### src/rtl/tim_pkg.sv
package tim_pkg;
    localparam int ID_W      = 4;
    localparam int INTV_W    = 22;
    localparam int BCNT_W    = 20;
    localparam int CHUNK_W   = 13;
    localparam int POOL_W    = 3;
    localparam int ID_LSB    = 0;
    localparam int BCNT_LSB  = ID_LSB + ID_W;
    localparam int INTV_LSB  = ID_LSB + ID_W;
    localparam int CHUNK_LSB = INTV_LSB + INTV_W;
    localparam int POOL_LSB  = CHUNK_LSB + CHUNK_W;
    localparam int ENA_BIT   = POOL_LSB + POOL_W;
    localparam int CFG_W     = ENA_BIT + 1;

    typedef enum logic [1:0] {
        RING_IDLE = 2'd0,
        RING_PEND = 2'd1,
        RING_ACT  = 2'd2
    } ring_state_e;

    typedef enum logic [1:0] {
        ARB_IDLE  = 2'd0,
        ARB_OFFER = 2'd1,
        ARB_BUSY  = 2'd2
    } arb_state_e;
endpackage

### src/rtl/tim_prescaler.sv
module tim_prescaler #(
    parameter int PRESCALE = 1024
) (
    input  logic clk,
    input  logic rst_n,
    input  logic clr,
    input  logic en,
    output logic tick
);
    localparam int PW = (PRESCALE > 1) ? $clog2(PRESCALE) : 1;
    localparam logic [PW-1:0] LAST = PW'(PRESCALE - 1);

    logic [PW-1:0] cnt;

    assign tick = en && (cnt == LAST);

    always_ff @(posedge clk or negedge rst_n) begin
        if (!rst_n)      cnt <= '0;
        else if (clr)    cnt <= '0;
        else if (en)     cnt <= tick ? '0 : cnt + 1'b1;
    end

    generate
        if (PRESCALE > 1) begin : g_gap

            tick_gap_chk: assert property (@(posedge clk) disable iff (!rst_n)
                tick |=> !tick);
        end
    endgenerate
endmodule

### src/rtl/tim_ring.sv
module tim_ring
    import tim_pkg::*;
(
    input  logic              clk,
    input  logic              rst_n,
    input  logic              clr,
    input  logic              tick,
    input  logic              wr_a,
    input  logic              wr_b,
    input  logic [BCNT_W-1:0] wr_bcnt_m1,
    input  logic [INTV_W-1:0] wr_intv,
    input  logic              wr_ena,
    input  logic              grant,
    input  logic              done,
    output logic              pending,
    output logic              overrun,
    output logic [BCNT_W-1:0] bucket
);
    ring_state_e       state, state_nxt;
    logic [INTV_W-1:0] cnt, intv;
    logic [BCNT_W-1:0] bcnt_m1;
    logic              ena;
    logic              expire;

    assign expire  = tick && ena && !wr_b && (cnt == '0);
    assign overrun = expire && ((state == RING_PEND) || (state == RING_ACT && !done));
    assign pending = (state == RING_PEND);

    always_comb begin
        state_nxt = state;
        unique case (state)
            RING_IDLE: if (expire) state_nxt = RING_PEND;
            RING_PEND: if (grant)  state_nxt = RING_ACT;
            RING_ACT:  if (done)   state_nxt = expire ? RING_PEND : RING_IDLE;
            default:               state_nxt = RING_IDLE;
        endcase
    end

    always_ff @(posedge clk or negedge rst_n) begin
        if (!rst_n)   state <= RING_IDLE;
        else if (clr) state <= RING_IDLE;
        else          state <= state_nxt;
    end

    always_ff @(posedge clk or negedge rst_n) begin
        if (!rst_n) begin
            cnt     <= '0;
            intv    <= '0;
            ena     <= 1'b0;
            bcnt_m1 <= '0;
            bucket  <= '0;
        end else begin
            if (wr_b) begin
                cnt  <= wr_intv;
                intv <= wr_intv;
                ena  <= wr_ena;
            end else if (tick && ena) begin
                cnt  <= (cnt == '0) ? intv : cnt - 1'b1;
            end
            if (wr_a) begin
                bcnt_m1 <= wr_bcnt_m1;
                bucket  <= '0;
            end else if (state == RING_ACT && done) begin
                bucket  <= (bucket == bcnt_m1) ? '0 : bucket + 1'b1;
            end
        end
    end


    count_range_chk: assert property (@(posedge clk) disable iff (!rst_n)
        cnt <= intv);

    bucket_range_chk: assert property (@(posedge clk) disable iff (!rst_n)
        bucket <= bcnt_m1);

    grant_legal_chk: assert property (@(posedge clk) disable iff (!rst_n)
        grant |-> state == RING_PEND);

    done_legal_chk: assert property (@(posedge clk) disable iff (!rst_n)
        done |-> state == RING_ACT);
endmodule

### src/rtl/tim_arbiter.sv
module tim_arbiter
    import tim_pkg::*;
#(
    parameter int NUM_RINGS = 16,
    parameter int RW        = 4
) (
    input  logic                 clk,
    input  logic                 rst_n,
    input  logic                 clr,
    input  logic                 glb_en,
    input  logic [NUM_RINGS-1:0] pend_vec,
    input  logic                 svc_grant,
    input  logic                 svc_done,
    output logic                 svc_req,
    output logic [RW-1:0]        svc_ring,
    output logic [NUM_RINGS-1:0] grant_vec,
    output logic [NUM_RINGS-1:0] done_vec
);
    arb_state_e    state, state_nxt;
    logic [RW-1:0] sel, low;

    always_comb begin
        low = '0;
        for (int i = NUM_RINGS - 1; i >= 0; i--)
            if (pend_vec[i]) low = RW'(i);
    end

    always_comb begin
        state_nxt = state;
        unique case (state)
            ARB_IDLE:  if (glb_en && |pend_vec) state_nxt = ARB_OFFER;
            ARB_OFFER: if (svc_grant)           state_nxt = ARB_BUSY;
                       else if (!glb_en)        state_nxt = ARB_IDLE;
            ARB_BUSY:  if (svc_done)            state_nxt = ARB_IDLE;
            default:                            state_nxt = ARB_IDLE;
        endcase
    end

    always_ff @(posedge clk or negedge rst_n) begin
        if (!rst_n) begin
            state <= ARB_IDLE;
            sel   <= '0;
        end else if (clr) begin
            state <= ARB_IDLE;
        end else begin
            state <= state_nxt;
            if (state == ARB_IDLE) sel <= low;
        end
    end

    always_comb begin
        svc_req   = (state == ARB_OFFER);
        svc_ring  = sel;
        grant_vec = '0;
        done_vec  = '0;
        if (state == ARB_OFFER && svc_grant) grant_vec[sel] = 1'b1;
        if (state == ARB_BUSY && svc_done)   done_vec[sel]  = 1'b1;
    end


    offer_valid_chk: assert property (@(posedge clk) disable iff (!rst_n)
        svc_req |-> pend_vec[sel]);

    grant_when_offered_chk: assert property (@(posedge clk) disable iff (!rst_n)
        svc_grant |-> svc_req);
endmodule

### src/rtl/tim_wheel_engine.sv
module tim_wheel_engine
    import tim_pkg::*;
#(
    parameter int NUM_RINGS = 16,
    parameter int PRESCALE  = 1024,
    parameter int MIN_CHUNK = 16,
    localparam int RW = (NUM_RINGS > 1) ? $clog2(NUM_RINGS) : 1
) (
    input  logic                 clk,
    input  logic                 rst_n,
    input  logic                 glb_enable,
    input  logic                 glb_clear,
    input  logic                 cfg_wr_a,
    input  logic                 cfg_wr_b,
    input  logic [CFG_W-1:0]     cfg_wdata,
    input  logic                 err_wr,
    input  logic [NUM_RINGS-1:0] err_wdata,
    input  logic [NUM_RINGS-1:0] int_mask,
    output logic                 tick,
    output logic                 svc_req,
    output logic [RW-1:0]        svc_ring,
    output logic [BCNT_W-1:0]    svc_bucket,
    input  logic                 svc_grant,
    input  logic                 svc_done,
    output logic [NUM_RINGS-1:0] err_bits,
    output logic                 irq
);
    logic [NUM_RINGS-1:0] pend_vec, ovr_vec, grant_vec, done_vec;
    logic [BCNT_W-1:0]    bkt [NUM_RINGS];
    logic [ID_W-1:0]      wr_id;

    assign wr_id = cfg_wdata[ID_LSB +: ID_W];

    tim_prescaler #(.PRESCALE(PRESCALE)) i_pre (
        .clk(clk), .rst_n(rst_n), .clr(glb_clear), .en(glb_enable), .tick(tick)
    );

    generate
        for (genvar g = 0; g < NUM_RINGS; g++) begin : g_ring
            tim_ring i_ring (
                .clk        (clk),
                .rst_n      (rst_n),
                .clr        (glb_clear),
                .tick       (tick),
                .wr_a       (cfg_wr_a && wr_id == ID_W'(g)),
                .wr_b       (cfg_wr_b && wr_id == ID_W'(g)),
                .wr_bcnt_m1 (cfg_wdata[BCNT_LSB +: BCNT_W]),
                .wr_intv    (cfg_wdata[INTV_LSB +: INTV_W]),
                .wr_ena     (cfg_wdata[ENA_BIT]),
                .grant      (grant_vec[g]),
                .done       (done_vec[g]),
                .pending    (pend_vec[g]),
                .overrun    (ovr_vec[g]),
                .bucket     (bkt[g])
            );
        end
    endgenerate

    tim_arbiter #(.NUM_RINGS(NUM_RINGS), .RW(RW)) i_arb (
        .clk(clk), .rst_n(rst_n), .clr(glb_clear), .glb_en(glb_enable),
        .pend_vec(pend_vec), .svc_grant(svc_grant), .svc_done(svc_done),
        .svc_req(svc_req), .svc_ring(svc_ring),
        .grant_vec(grant_vec), .done_vec(done_vec)
    );

    assign svc_bucket = bkt[svc_ring];

    always_ff @(posedge clk or negedge rst_n) begin
        if (!rst_n)         err_bits <= '0;
        else if (glb_clear) err_bits <= '0;
        else                err_bits <= (err_bits & ~(err_wr ? err_wdata : '0)) | ovr_vec;
    end

    assign irq = |(err_bits & int_mask);


    chunk_min_chk: assert property (@(posedge clk) disable iff (!rst_n)
        cfg_wr_b |-> cfg_wdata[CHUNK_LSB +: CHUNK_W] >= CHUNK_W'(MIN_CHUNK));

    err_clear_chk: assert property (@(posedge clk) disable iff (!rst_n)
        (err_wr && !glb_clear && ovr_vec == '0) |=> (err_bits & $past(err_wdata)) == '0);

    err_set_chk: assert property (@(posedge clk) disable iff (!rst_n)
        (ovr_vec != '0 && !glb_clear) |=> (err_bits & $past(ovr_vec)) == $past(ovr_vec));
endmodule

### config.mk
export PLATFORM = sky130hd
export DESIGN_NAME = tim_wheel_engine
export DESIGN_NICKNAME = d
export VERILOG_FILES = /design/src/rtl/tim_pkg.sv /design/src/rtl/tim_prescaler.sv /design/src/rtl/tim_ring.sv /design/src/rtl/tim_arbiter.sv /design/src/rtl/tim_wheel_engine.sv
export SDC_FILE = /design/constraint.sdc
export NUM_CORES = 2
export LEC_CHECK = 0
export BUFFER_PORTS_ARGS = -buffer_cell sky130_fd_sc_hd__buf_4
export CORE_ASPECT_RATIO = 0.75
export CORE_MARGIN = 2
export CORE_UTILIZATION = 40
export CTS_CLUSTER_SIZE = 20
export DETAILED_ROUTE_END_ITERATION = 7
export MAX_ROUTING_LAYER = met4
export PLACE_DENSITY = 0.68
export SYNTH_ARGS = -nofsm -noshare
export SYNTH_HDL_FRONTEND = slang
export SYNTH_SLANG_ARGS = --single-unit
### constraint.sdc
create_clock -name clk -period 2.73 [get_ports clk]
set_input_delay 0.546 -clock clk [delete_from_list [all_inputs] [get_ports clk]]
set_output_delay 0.546 -clock clk [all_outputs]
set_load 0.05 [all_outputs]
==> flow_summary.yaml <==
run_status:
  status: "finished, violations left"
  violations: "setup timing"
flow_run:
  cap_violations: 0
logic_synthesis:
  yosysWarningCount: 0
  synthTopCellsByCount: "nand2_1 (2359), dfrtp_1 (1424), nor2_1 (603)"
  yosysMostFrequentCell: "nand2_1"
  synthArstFlopShare_pct: 100
  avgSynthCellArea_um2: 8.75
  synthFlopType: "dfrtp_1"
  synth_top_area_share_pct: 46.7
  synthCells: 8717
  ys_seq_area_share_pct: 46.7
  yosysUniqueCellTypes: 86
  synth-edff-count: 0
  synth_nets: 8834
  ys_ff_latch: 1424
  synth_area_leader_cell: "dfrtp_1"
  synthesis.area_um2: 76300
  synth_area_leaders: "dfrtp_1 (47%), nand2_1 (12%), xnor2_1 (3.9%)"
worst_setup_path:
  end_kind: "primary output"
  cp-start-kind: "register"
  crit_chain: "buf_12, buf_16, mux4_2, mux4_2, buf_6"
  cp_top_family: "multiplexers"
  r2r_slack_ps: 10
  crit_top_cell: "mux4_2"
  cp.required_ps: 2180
  crit_path_top_delay_cell: "mux4_2"
  critPathBufInv: 3
  slowest_delay_ps: 610
  path_class: "reg2out"
  worst_ep_arrival_time_ps: 2980
  critical_path.max_fanout: 7
place:
  dp_hpwl_um: 186000
  preCtsSetupSlack_ps: -260
  dpl_cell_area_um2: 83300
  place_congestion: 1.03
  io_buffers: 110
clock_tree:
  cts_buffer_depth: 3
  cts_tree: "built"
  path_clk_slew_ps: 60
  clk_latency_ps: 830
  cts_max_level: 4
  numCtsBuffers: 154
  cts_sinks: 1424
  clockRootBuffer: "clkbuf_16"
drt:
  drt-vias-per-instance: 5.97
  routed_wirelength_um: 270000
  dr.pass1.iters: 7
  drtAntennaViolNets: 0
  avgRoutedWirePerCell_um: 23.1
  vias: 69800
  drtIter0Drc: 8932
  drc_errors: 0
sta:
  report.final.slew_viol_count: 0
  setup_viol: 20
  timing.final.ws_setup_ps: -800
  holdWs_ps: 46.1
  fmax_ghz: 0.283
  hold_viol: 0
  rsz0062_at_grt: "true"
  tightestPinTransition_ps: 1350
  slew_headroom_pct: 10.3
  period_minus_slack_ps: 3530
  final.period_utilization_pct: 129
  skew_ps: 34.9
global_routing:
  grt_pass1_wl_um: 411000
  antenna_found_initial: 11
  grt_overflow: 0
  first_global_vias: 65100
  grt_max_degree: 117
  grtUsageTotal_pct: 28.2
layout:
  utilization_pct: 47.1
  drive_above_1_share_pct: 13.5
  fillerInstances: 17600
  postLayoutCellArea_um2: 89100
  area_delta_synth_final_pct: 16.8
  nets: 9156
worst_hold_path:
  hold_path_class: "in2reg"
die:
  die_h_um: 382
  fp.dieArea_um2: 194000
  fp.dieW_um: 508
  core_area_um2: 189000
  fp-row-count: 138
  initial_core_util_pct: 40.3
  ioPinCount: 127
power:
  ir_drop_uv: 604
  power_mw: 59.0
  p_leak_nw: 40.9
  p_per_area_nw_per_um2: 663
-- path summary, 6_finish.rpt --
| check | start | endpoint | cells after the start |
|---|---|---|---|
| worst max-delay path | i_arb.svc_ring[0]$_DFFE_PN0P_ | svc_bucket[19] | 5 |
| max in group asynchronous | rst_n | g_ring[7].i_ring.intv[17]$_DFFE_PN0P_ | 3 |
| min in group asynchronous | rst_n | g_ring[1].i_ring.bcnt_m1[18]$_DFFE_PN0P_ | 2 |
| worst min register to register | g_ring[2].i_ring.intv[8]$_DFFE_PN0P_ | g_ring[2].i_ring.intv[8]$_DFFE_PN0P_ | 2 |
| worst min-delay path | err_wdata[13] | err_bits[13]$_DFF_PN0_ | 4 |
| worst max register to register | i_arb.svc_ring[1]$_DFFE_PN0P_ | g_ring[0].i_ring.bucket[9]$_DFFE_PN0P_ | 6 |
-- cell type report --
cell class	count	area [um2]	area share (%)
clock inverters	70	968	1.09
inverters	118	443	0.497
multi-input cells	6630	38300	43.0
clock buffers	215	4440	4.99
flip-flops and latches	1424	35600	40.0
repair buffers	711	6080	6.82
well taps	2520	3150	3.54
diodes	7	17.5	0.0197
-- state kept, by name, summed over array words and instances, names as in the netlist --
register and cells:
g_ring.i_ring.ena 16, i_arb.svc_ring 4, i_arb.state 2, g_ring.i_ring.bucket 320, g_ring.i_ring.state 32, g_ring.i_ring.bcnt_m1 320, i_pre.cnt 10, g_ring.i_ring.intv 352
g_ring.i_ring.cnt 352, err_bits 16
-- what timing repair did --
item / in CTS / in global routing
endpoints found under the hold margin: 67 / 0
hold buffers: 2 / 0
pin swaps: 3 / 2
gates resized for setup: 29 / 21
buffers inserted: 6 / 8
cloned: 0 / 2
endpoints found under the setup margin: 38 / 69
-- layer usage --
layer / track usage, % / wire length (um) / up-vias
met4: 10.8 / 11300 / 0
met1: 40.9 / 117000 / 34500
li1: - / - / 31100
met2: 38.4 / 112000 / 3700
met3: 5.82 / 29400 / 581
met5: - / 0 / -
-- kinds of logic after synthesis --
group	Yosys count	synth area share (%)
and+or+nand+nor	4333	25.6
AOI/OAI and AO/OA	1453	12.5
DFF	1424	46.7
buffers and inverters	663	3.29
xor gates and xnor gates	608	6.98
muxes	203	4.41
adders and majority gates	33	0.541
-- worst reg2reg max path: stages (launching register included) --
cell and delay [ps]:
dfrtp_4 600, buf_4 250, nor2_1 280, buf_4 200, and4_1 500, nand3_2 380
o41ai_1 390
-- through the flow --
step	TNS, ps	std cells
floorplan	0	8717
global placement	-911	11400
detailed placement	-854	11400
CTS	-15470	11700
global route	-16060	11700
finish	-15440	11700
-- where the power goes --
group	switching [mW]	internal, mW	leakage, nW	total, mW
logic	5.06	4.02	20.0	9.08
registers	2.91	24.4	18.2	27.3
clock network	9.42	13.2	2.67	22.7
total	17.4	41.7	40.9	59.0
-- cells in the final DEF, fill, tap and decap left out, types with 59 or more instances in the layout --
cell type / n
clkbuf_16: 157
nand4_1: 155
or3_1: 102
a22oi_1: 139
and3_1: 121
nand2_1: 2358
nor2b_1: 59
nand3_1: 305
mux4_2: 100
or4_1: 64
nor3_1: 176
dfrtp_1: 1421
a31oi_1: 71
buf_4: 637
nor4_1: 125
o21ai_0: 462
xnor2_1: 342
o211ai_1: 91
mux2_2: 64
o31ai_1: 93
nor2_1: 577
a21oi_1: 208
inv_1: 118
xor2_1: 266
No activity file was read; power rests on OpenSTA's default activity.
